<file path="config.mk">
export PLATFORM = sky130hd
export DESIGN_NAME = hecc_page_top
export DESIGN_NICKNAME = d
export VERILOG_FILES = /design/src/rtl/hecc_pkg.sv /design/src/rtl/hecc_byte_terms.sv /design/src/rtl/hecc_accum.sv /design/src/rtl/hecc_emitter.sv /design/src/rtl/hecc_page_top.sv
export SDC_FILE = /design/constraint.sdc
export NUM_CORES = 1
export LEC_CHECK = 0
export BUFFER_PORTS_ARGS = -buffer_cell sky130_fd_sc_hd__buf_4
export CAP_MARGIN = 20
export CORE_ASPECT_RATIO = 2
export CORE_UTILIZATION = 50
export CTS_BUF_LIST = sky130_fd_sc_hd__clkbuf_8
export DETAILED_ROUTE_END_ITERATION = 7
export PLACE_DENSITY = 0.8
export SKIP_LAST_GASP = 1
export SLEW_MARGIN = 25
export SYNTH_ARGS = -nofsm -noshare
export SYNTH_HDL_FRONTEND = slang
export SYNTH_SLANG_ARGS = --single-unit
</file>
<file path="constraint.sdc">
create_clock -name clk -period 2.3 [get_ports clk]
set_input_delay 0.46 -clock clk [delete_from_list [all_inputs] [get_ports clk]]
set_output_delay 0.46 -clock clk [all_outputs]
set_load 0.01 [all_outputs]
</file>
<file path="src/rtl/hecc_pkg.sv">
package hecc_pkg;
    typedef enum logic {
        ACC_EMPTY,
        ACC_PARTIAL
    } acc_state_t;

    typedef enum logic [1:0] {
        EM_IDLE,
        EM_HI,
        EM_MID,
        EM_LO
    } emit_state_t;
endpackage

</file>
<file path="src/rtl/hecc_byte_terms.sv">
module hecc_byte_terms #(
    parameter int DATA_W = 8,
    parameter int IDX_W  = 8,
    localparam int CW    = $clog2(DATA_W)
) (
    input  logic [DATA_W-1:0]  data,
    input  logic [IDX_W-1:0]   idx,
    output logic [2*CW-1:0]    col_term,
    output logic [2*IDX_W-1:0] line_term
);
    logic byte_par;
    assign byte_par = ^data;

    for (genvar k = 0; k < CW; k++) begin : g_col
        logic ev, od;
        always_comb begin
            ev = 1'b0;
            od = 1'b0;
            for (int b = 0; b < DATA_W; b++) begin
                if (b[k]) od = od ^ data[b];
                else      ev = ev ^ data[b];
            end
        end
        assign col_term[2*k]   = ev;
        assign col_term[2*k+1] = od;
    end

    for (genvar j = 0; j < IDX_W; j++) begin : g_line
        assign line_term[2*j]   = byte_par & ~idx[j];
        assign line_term[2*j+1] = byte_par &  idx[j];
    end
endmodule

</file>
<file path="src/rtl/hecc_accum.sv">
module hecc_accum
    import hecc_pkg::*;
#(
    parameter int DATA_W      = 8,
    parameter int CHUNK_BYTES = 256,
    localparam int IDX_W      = $clog2(CHUNK_BYTES),
    localparam int CW         = $clog2(DATA_W),
    localparam int RAW_W      = 2*CW + 2*IDX_W
) (
    input  logic              clk,
    input  logic              rst_n,
    input  logic              clear,
    input  logic              take,
    input  logic [DATA_W-1:0] data,
    output logic              last_take,
    output logic              valid_q,
    output logic [RAW_W-1:0]  raw_q
);
    localparam logic [IDX_W-1:0] LAST_IDX = IDX_W'(CHUNK_BYTES - 1);

    acc_state_t           state_q, state_d;
    logic [IDX_W-1:0]     idx_q;
    logic [RAW_W-1:0]     acc_q, acc_next;
    logic [2*CW-1:0]      col_term;
    logic [2*IDX_W-1:0]   line_term;

    hecc_byte_terms #(.DATA_W(DATA_W), .IDX_W(IDX_W)) u_terms (
        .data      (data),
        .idx       (idx_q),
        .col_term  (col_term),
        .line_term (line_term)
    );

    assign acc_next  = acc_q ^ {line_term, col_term};
    assign last_take = take && !clear && (idx_q == LAST_IDX);

    always_comb begin
        state_d = state_q;
        unique case (state_q)
            ACC_EMPTY:   if (!clear && take && !last_take) state_d = ACC_PARTIAL;
            ACC_PARTIAL: if (clear || last_take)           state_d = ACC_EMPTY;
            default:     state_d = ACC_EMPTY;
        endcase
    end

    always_ff @(posedge clk) begin
        if (!rst_n) state_q <= ACC_EMPTY;
        else        state_q <= state_d;
    end

    always_ff @(posedge clk) begin
        if (!rst_n) begin
            acc_q   <= '0;
            idx_q   <= '0;
            raw_q   <= '0;
            valid_q <= 1'b0;
        end else begin
            valid_q <= 1'b0;
            if (clear) begin
                acc_q <= '0;
                idx_q <= '0;
            end else if (last_take) begin
                raw_q   <= acc_next;
                acc_q   <= '0;
                idx_q   <= '0;
                valid_q <= 1'b1;
            end else if (take) begin
                acc_q <= acc_next;
                idx_q <= idx_q + 1'b1;
            end
        end
    end

    // the latch pulse never lasts two cycles
    p_valid_single_r5: assert property (@(posedge clk) disable iff (!rst_n)
        valid_q |=> !valid_q);
    // the result register moves only together with the pulse
    p_raw_only_on_latch_r5: assert property (@(posedge clk) disable iff (!rst_n)
        !$stable(raw_q) |-> valid_q);
    // clear empties the accumulator and count
    p_clear_empties_r11: assert property (@(posedge clk) disable iff (!rst_n)
        clear |=> (acc_q == '0 && idx_q == '0 && state_q == ACC_EMPTY));
    // no accepted byte, no change
    p_hold_idle_r9: assert property (@(posedge clk) disable iff (!rst_n)
        (!take && !clear) |=> ($stable(acc_q) && $stable(idx_q)));
    // an empty chunk starts at index zero
    p_empty_at_zero_r6: assert property (@(posedge clk) disable iff (!rst_n)
        (state_q == ACC_EMPTY) |-> (idx_q == '0));
endmodule

</file>
<file path="src/rtl/hecc_emitter.sv">
module hecc_emitter
    import hecc_pkg::*;
#(
    parameter int STORE_W = 24
) (
    input  logic               clk,
    input  logic               rst_n,
    input  logic               start,
    input  logic [STORE_W-1:0] stored,
    output logic               out_vld,
    output logic [7:0]         out_byte
);
    emit_state_t state_q, state_d;

    always_comb begin
        state_d = state_q;
        unique case (state_q)
            EM_IDLE: if (start) state_d = EM_HI;
            EM_HI:   state_d = EM_MID;
            EM_MID:  state_d = EM_LO;
            EM_LO:   state_d = start ? EM_HI : EM_IDLE;
            default: state_d = EM_IDLE;
        endcase
    end

    always_ff @(posedge clk) begin
        if (!rst_n) state_q <= EM_IDLE;
        else        state_q <= state_d;
    end

    always_comb begin
        out_vld  = 1'b0;
        out_byte = 8'h00;
        unique case (state_q)
            EM_IDLE: ;
            EM_HI:  begin out_vld = 1'b1; out_byte = stored[23:16]; end
            EM_MID: begin out_vld = 1'b1; out_byte = stored[15:8];  end
            EM_LO:  begin out_vld = 1'b1; out_byte = stored[7:0];   end
            default: ;
        endcase
    end

    // a latch always starts the three-byte sequence
    p_start_to_hi_r8: assert property (@(posedge clk) disable iff (!rst_n)
        start |=> (state_q == EM_HI));
    // the sequence steps through every byte in order
    p_hi_to_mid_r8: assert property (@(posedge clk) disable iff (!rst_n)
        (state_q == EM_HI) |=> (state_q == EM_MID));
    p_mid_to_lo_r8: assert property (@(posedge clk) disable iff (!rst_n)
        (state_q == EM_MID) |=> (state_q == EM_LO));
endmodule

</file>
<file path="src/rtl/hecc_page_top.sv">
module hecc_page_top #(
    parameter int DATA_W      = 8,
    parameter int CHUNK_BYTES = 256,
    localparam int IDX_W      = $clog2(CHUNK_BYTES),
    localparam int CW         = $clog2(DATA_W),
    localparam int RAW_W      = 2*CW + 2*IDX_W,
    localparam int STORE_W    = RAW_W + 2
) (
    input  logic               clk,
    input  logic               rst_n,
    input  logic               ecc_en,
    input  logic               ecc_clear,
    input  logic               in_vld,
    input  logic               in_spare,
    input  logic [DATA_W-1:0]  in_byte,
    output logic               code_valid,
    output logic [RAW_W-1:0]   code_raw,
    output logic [STORE_W-1:0] code_stored,
    output logic               emit_vld,
    output logic [7:0]         emit_byte
);
    logic take, last_take;

    assign take = in_vld && ecc_en && !in_spare;

    hecc_accum #(.DATA_W(DATA_W), .CHUNK_BYTES(CHUNK_BYTES)) u_accum (
        .clk       (clk),
        .rst_n     (rst_n),
        .clear     (ecc_clear),
        .take      (take),
        .data      (in_byte),
        .last_take (last_take),
        .valid_q   (code_valid),
        .raw_q     (code_raw)
    );

    assign code_stored = ~{code_raw, 2'b00};

    hecc_emitter #(.STORE_W(STORE_W)) u_emit (
        .clk      (clk),
        .rst_n    (rst_n),
        .start    (last_take),
        .stored   (code_stored),
        .out_vld  (emit_vld),
        .out_byte (emit_byte)
    );

    // the first emitted byte coincides with the latch pulse
    p_emit_with_valid_r8: assert property (@(posedge clk) disable iff (!rst_n)
        code_valid |-> (emit_vld && emit_byte == code_stored[STORE_W-1 -: 8]));
    // the two padding bits of the stored form read as ones after a latch
    p_stored_pad_r7: assert property (@(posedge clk) disable iff (!rst_n)
        code_valid |=> (code_stored[1:0] == 2'b11));
endmodule

</file>
# [Yosys cells after proc, flatten, opt, wreduce, memory -nomap -nowiden]
# Index checks and enable logic that the tools add are counted.
[word_totals] ff_bits=55 latchBits=0 ramBits=0 mem_bits_ro=0 elab_cells=74 memories=0
[op_classes] n_addsub=1 n_mul=0 div_mod_pow=0 n_lt_le_gt_ge=0 n_eq_ne=5 shifts=0 mux=6 bitwise_logic=45 reduce_logical=12
[op_table] cell="inverter 24 bit" count=1
[op_table] cell="one-hot mux 8 bit (3 select lines)" count=1
[op_table] cell="bitwise XOR 22 bit" count=1
[op_table] cell="bitwise XOR 1 bit" count=17
[op_table] cell="bitwise AND 1 bit" count=16
[op_table] cell="inverter 1 bit" count=10
[op_table] cell="adder 8 x 1 -> 8 bit, second input constant" count=1
[op_table] cell="== test 8 bit, second input constant" count=1
[op_table] cell="one-hot mux 2 bit (4 select lines)" count=1
[op_table] cell="parity 8 bit" count=1
[op_table] cell="OR reduction 3 bit" count=2
[op_table] cell="== test 2 bit, second input constant" count=2
[op_table] cell="logical AND 1 bit" count=4
[op_table] cell="two-way mux 1 bit" count=3
[op_table] cell="== test 2 x 1 -> 1 bit, second input constant" count=1
[op_table] cell="zero test 1 bit" count=2
[op_table] cell="zero test 2 bit" count=1
[op_table] cell="two-way mux 2 bit" count=1
[op_table] cell="inequality test 2 x 1 -> 1 bit, second input constant" count=1
[op_table] cell="AND reduction 2 bit" count=1
[op_table] cell="OR reduction 2 bit" count=1

# [Longest topological paths before layout]
[depth] ltp_word=6 mapped_depth=9

# [Cells and area by module]
# Synthesis repeated with hierarchy kept, for this count alone.
[unflattened] hier_cells=339 area_unflattened_um2=3203.1
[by_module_without_submodules] mod="hecc_accum" n_inst=1 cells_each=239 area_each_um2=2504.9 seq_area_each_um2=1061.0
[by_module_without_submodules] mod="hecc_byte_terms" n_inst=1 cells_each=39 area_each_um2=299.0 seq_area_each_um2=0.0
[by_module_without_submodules] mod="hecc_emitter" n_inst=1 cells_each=35 area_each_um2=289.0 seq_area_each_um2=40.0
[by_module_without_submodules] mod="hecc_page_top" n_inst=1 cells_each=26 area_each_um2=110.1 seq_area_each_um2=0.0

# [Least setup slack after synthesis]
# Ideal clock, no wire load.
[synth_path] kind="input port to flip-flop" from="input in_spare" to="register u_accum.raw_q[6]" arrival_time_ns=1.950 t_required_ns=2.183 slack_ns=0.233 cell_stages=8 n_path_buf=3 cell_sequence="nand4b_2 or4_1 buf_2 and2_1 buf_6 buf_6 a32oi_1 nand2_1"
[synth_via] elab_chain_cells=5
[synth_lines] element="start: declaration" line_no="hecc_page_top.sv:14" source="input logic in_spare,"
[synth_lines] element="zero test 1 bit" line_no="hecc_page_top.sv:24" source="assign take = in_vld && ecc_en && !in_spare;"
[synth_lines] element="logical AND 1 bit" line_no="hecc_page_top.sv:24"
[synth_lines] element="logical AND 1 bit (2 in series)" line_no="hecc_accum.sv:35" source="assign last_take = take && !clear && (idx_q == LAST_IDX);"
[synth_lines] element="AND reduction 2 bit (no source line)"
[synth_lines] element="end signal: assignment" line_no="hecc_accum.sv:63" source="raw_q <= acc_next;"
[synth_lines] element="end: declaration" line_no="hecc_accum.sv:17" source="output logic [RAW_W-1:0] raw_q"
# Every way passes these cells.
# A chain may end at the register's enable or synchronous reset.

# [Worst setup path after layout]
[layout_path] from="register u_emit.state_q[1]" to="output emit_byte[7]"
[layout_via] elab_chain_cells=2 elab_cells_between_ends=4
[layout_lines] element="start: declaration" line_no="hecc_emitter.sv:13" source="emit_state_t state_q, state_d;"
[layout_lines] element="start signal: assignment" line_no="hecc_emitter.sv:28" source="else state_q <= state_d;"
[layout_lines] element="== test 2 bit / == test 2 x 1 -> 1 bit (equally long branches)" line_no="hecc_emitter.sv:34" source="unique case (state_q)"
[layout_lines] element="one-hot mux 8 bit (3 select lines) *" line_no="hecc_emitter.sv:34"
[layout_lines] element="end: declaration" line_no="hecc_page_top.sv:20" source="output logic [7:0] emit_byte"
# Mark *: on every way between the ends. The rest lies on a longest branch, timed or not.

==> key figures <==
Pwr
  • Static leakage: 1.37 nW
  • Final Power: 1.81 mW
  • Max VDD drop: 0.537 mV
  • PD cells: 513 mW/mm^2

Clock tree
  • Clock latency on the worst-skew pair: 0.31 ns
  • CTS root buffer: clkbuf_8
  • Clock tree from TritonCTS: yes
  • Buffer count from post-CTS setup fixing: 0
  • H-tree lvl count: 2
  • CTS sink cnt: 55
  • Deepest clock path buffer count: 2
  • CTS Buf Count: 5
  • Clock Pin Slew Worst Setup and Hold Paths: 0.09 ns

Routing
  • 1st-iter DRT viols: 162
  • First-pass detailed-route iteration total: 5
  • Met2 WL: 3860 um
  • Metal-1 WL: 2780 um
  • WL met3: 264 um
  • Remaining DRCs: 0
  • Top Layer Used: met4
  • Via count: 2696
  • Mean number of vias per cell: 5.77
  • Final ANT Viol Nets: 0
  • Wire length per cell: 15.3 um
  • Final wirelength: 7160 um

Final layout
  • FILL cells: 511
  • Layout cell share with drive strength beyond 1: 24.8%
  • Area Growth Syn to Fin: 23.9%
  • Post-route core utilization: 64.6%
  • Net count, final: 426
  • Diodes inserted: 0

Worst setup path
  • Critical Path Max Stage Delay: 0.43 ns
  • Worst EP arrival: 1.69 ns
  • Bufs and invs on worst path: 2
  • Crit path max-delay cell type: dfxtp_1
  • CP max FO: 8
  • Crit end category: primary output
  • Critical path class: flop to primary output
  • Worst EP required: 1.84 ns
  • CP Cell Sequence: inv_1 > ha_2 > a222oi_1 > nor2_1 > buf_4
  • Critical Path Start Type: flop
  • Crit path max-delay family: flip-flops

Timing
  • Final setup vio count: 0
  • Final hold violations: 0
  • Setup Skew: 0.00234 ns
  • Peak Freq: 464 MHz
  • RSZ-0062 raised after global routing: no
  • Period utilization: 93.6%
  • Slew @ Worst Pin: 0.692 ns
  • Minimum clock period: 2.15 ns
  • Max-slew headroom: 53.7%
  • Slew Viols, Final: 0
  • Final setup TNS: 0 ns

Place
  • Global placer's final weighted congestion: 0.835
  • Buffers added on ports: 67
  • HPWL Detailed: 5440 um

Global route
  • Grt ovf: 0
  • Overall routing resource usage: 23.8%
  • Vias in the first global route: 2457
  • Largest net degree at the start of global routing: 31
  • Initial antenna violation count: 0
  • Global-route wire length before repair: 11400 um

Synthesis
  • EDFF count, synth: 0
  • Synth area leaders: dfxtp_1 39%, xnor2_1 5.5%, nand2_1 4.9%
  • Synth warn: 0
  • Post-synth top area share: 38.6%
  • Mapped Cells: 347
  • Most numerous cell in the Yosys netlist: dfxtp_1
  • Mapped Avg Cell Area: 8.22 um^2
  • Area leader, netlist: dfxtp_1
  • Fraction of registers with async set/reset: 0%
  • Number of synthesized register bits: 55
  • Synth top cells by count: 55 x dfxtp_1, 37 x nand2_1, 28 x inv_1
  • Yosys cell types: 44
  • Register area share after synthesis: 38.6%
  • Ys flop type: dfxtp_1
  • Cell Area, Synth: 0.00285 mm^2

Floorplanning
  • Die Ht: 109 um
  • Core Rows: 38
  • Starting density of the core: 52.2%
  • I/O Pins: 70
  • Die area: 0.00603 mm^2
  • Core area: 0.00547 mm^2
  • Die Wd: 55.4 um

Run status
  • Outcome: finished clean

Worst hold path
  • HP Class: input port to flop

Job
  • Max Cap Violations: 0
[layout by cell type (no fill, tap or decap), types with 6 or more instances in the layout]
cell and instances:
buf_4 80, dfxtp_1 55, nand2_1 37, inv_1 29
o21ai_0 21, a21oi_1 21, nor2_1 19, xnor2_1 17
nand3_1 15, or3_1 13, xor2_1 11, or4_1 7
and2_1 7, a222oi_1 6, o31ai_1 6, nand4b_1 6
[per-layer routing]
| layer | up-vias | track usage, % |
|---|---|---|
| met5 | - | 0 |
| met4 | 0 | 12.5 |
| met3 | 14 | 3.32 |
| met2 | 90 | 43.8 |
| met1 | 1277 | 26.1 |
| li1 | 1315 | - |
[flip-flops by register name, summed over array words and instances (netlist names)]
name / count
u_accum.valid_q: 1
u_accum.acc_q: 22
u_accum.idx_q: 8
u_accum.raw_q: 22
u_emit.state_q: 2
[stage by stage]
step                setup WS, ns  instances  hold slack (ns)  area [um^2]
CTS                       0.0763        467            0.435         3530
detailed placement        0.0762        459            0.476         3450
global route              0.0268        467            0.434         3530
global placement           0.118        459            0.462         3450
floorplan                  0.233        348            0.435         2860
finish                     0.147        467            0.437         3530
[power breakdown]
group	total [mW]	switching [mW]	internal, mW
logic	0.325	0.188	0.137
clock network	0.522	0.313	0.209
registers	0.964	0.00580	0.958
total	1.81	0.507	1.30
[layout make-up]
| class | count | area (um^2) | area share (%) |
|---|---|---|---|
| clock inverter | 3 | 16.3 | 0.460 |
| multi-input combinational | 233 | 1510 | 42.6 |
| tap | 60 | 75.1 | 2.12 |
| inverter | 28 | 105 | 2.97 |
| sequential | 55 | 1100 | 31.2 |
| timing repair buffer | 83 | 661 | 18.7 |
| clock buffer | 5 | 68.8 | 1.95 |
[cell families after synthesis]
family | Yosys count | synth area share [%]
fa+ha+maj | 6 | 2.63
simple gates | 116 | 21.1
buf+inv | 60 | 9.26
mux | 6 | 2.28
flops | 55 | 38.6
other cells | 1 | 0.132
compound gates | 74 | 17.1
xor+xnor | 29 | 8.91
[path summary, 6_finish.rpt]
path                                  start                        endpoint  slack, ns  cells past startpoint
max          u_emit.state_q[1]$_SDFFE_PN0P_                    emit_byte[7]       0.15                      5
min reg2reg  u_accum.raw_q[17]$_SDFFE_PN0P_  u_accum.raw_q[17]$_SDFFE_PN0P_       0.49                      2
min                                   rst_n   u_accum.raw_q[3]$_SDFFE_PN0P_       0.44                      2
max reg2reg   u_accum.idx_q[0]$_SDFFE_PP0N_   u_accum.raw_q[7]$_SDFFE_PN0P_       0.28                      6
[what timing repair did]
item	CTS	global route
resized for setup	0	1
endpoints found under the setup margin	0	6
hold buffers	0	0
Note: power is estimated with default switching activity, not from simulation.
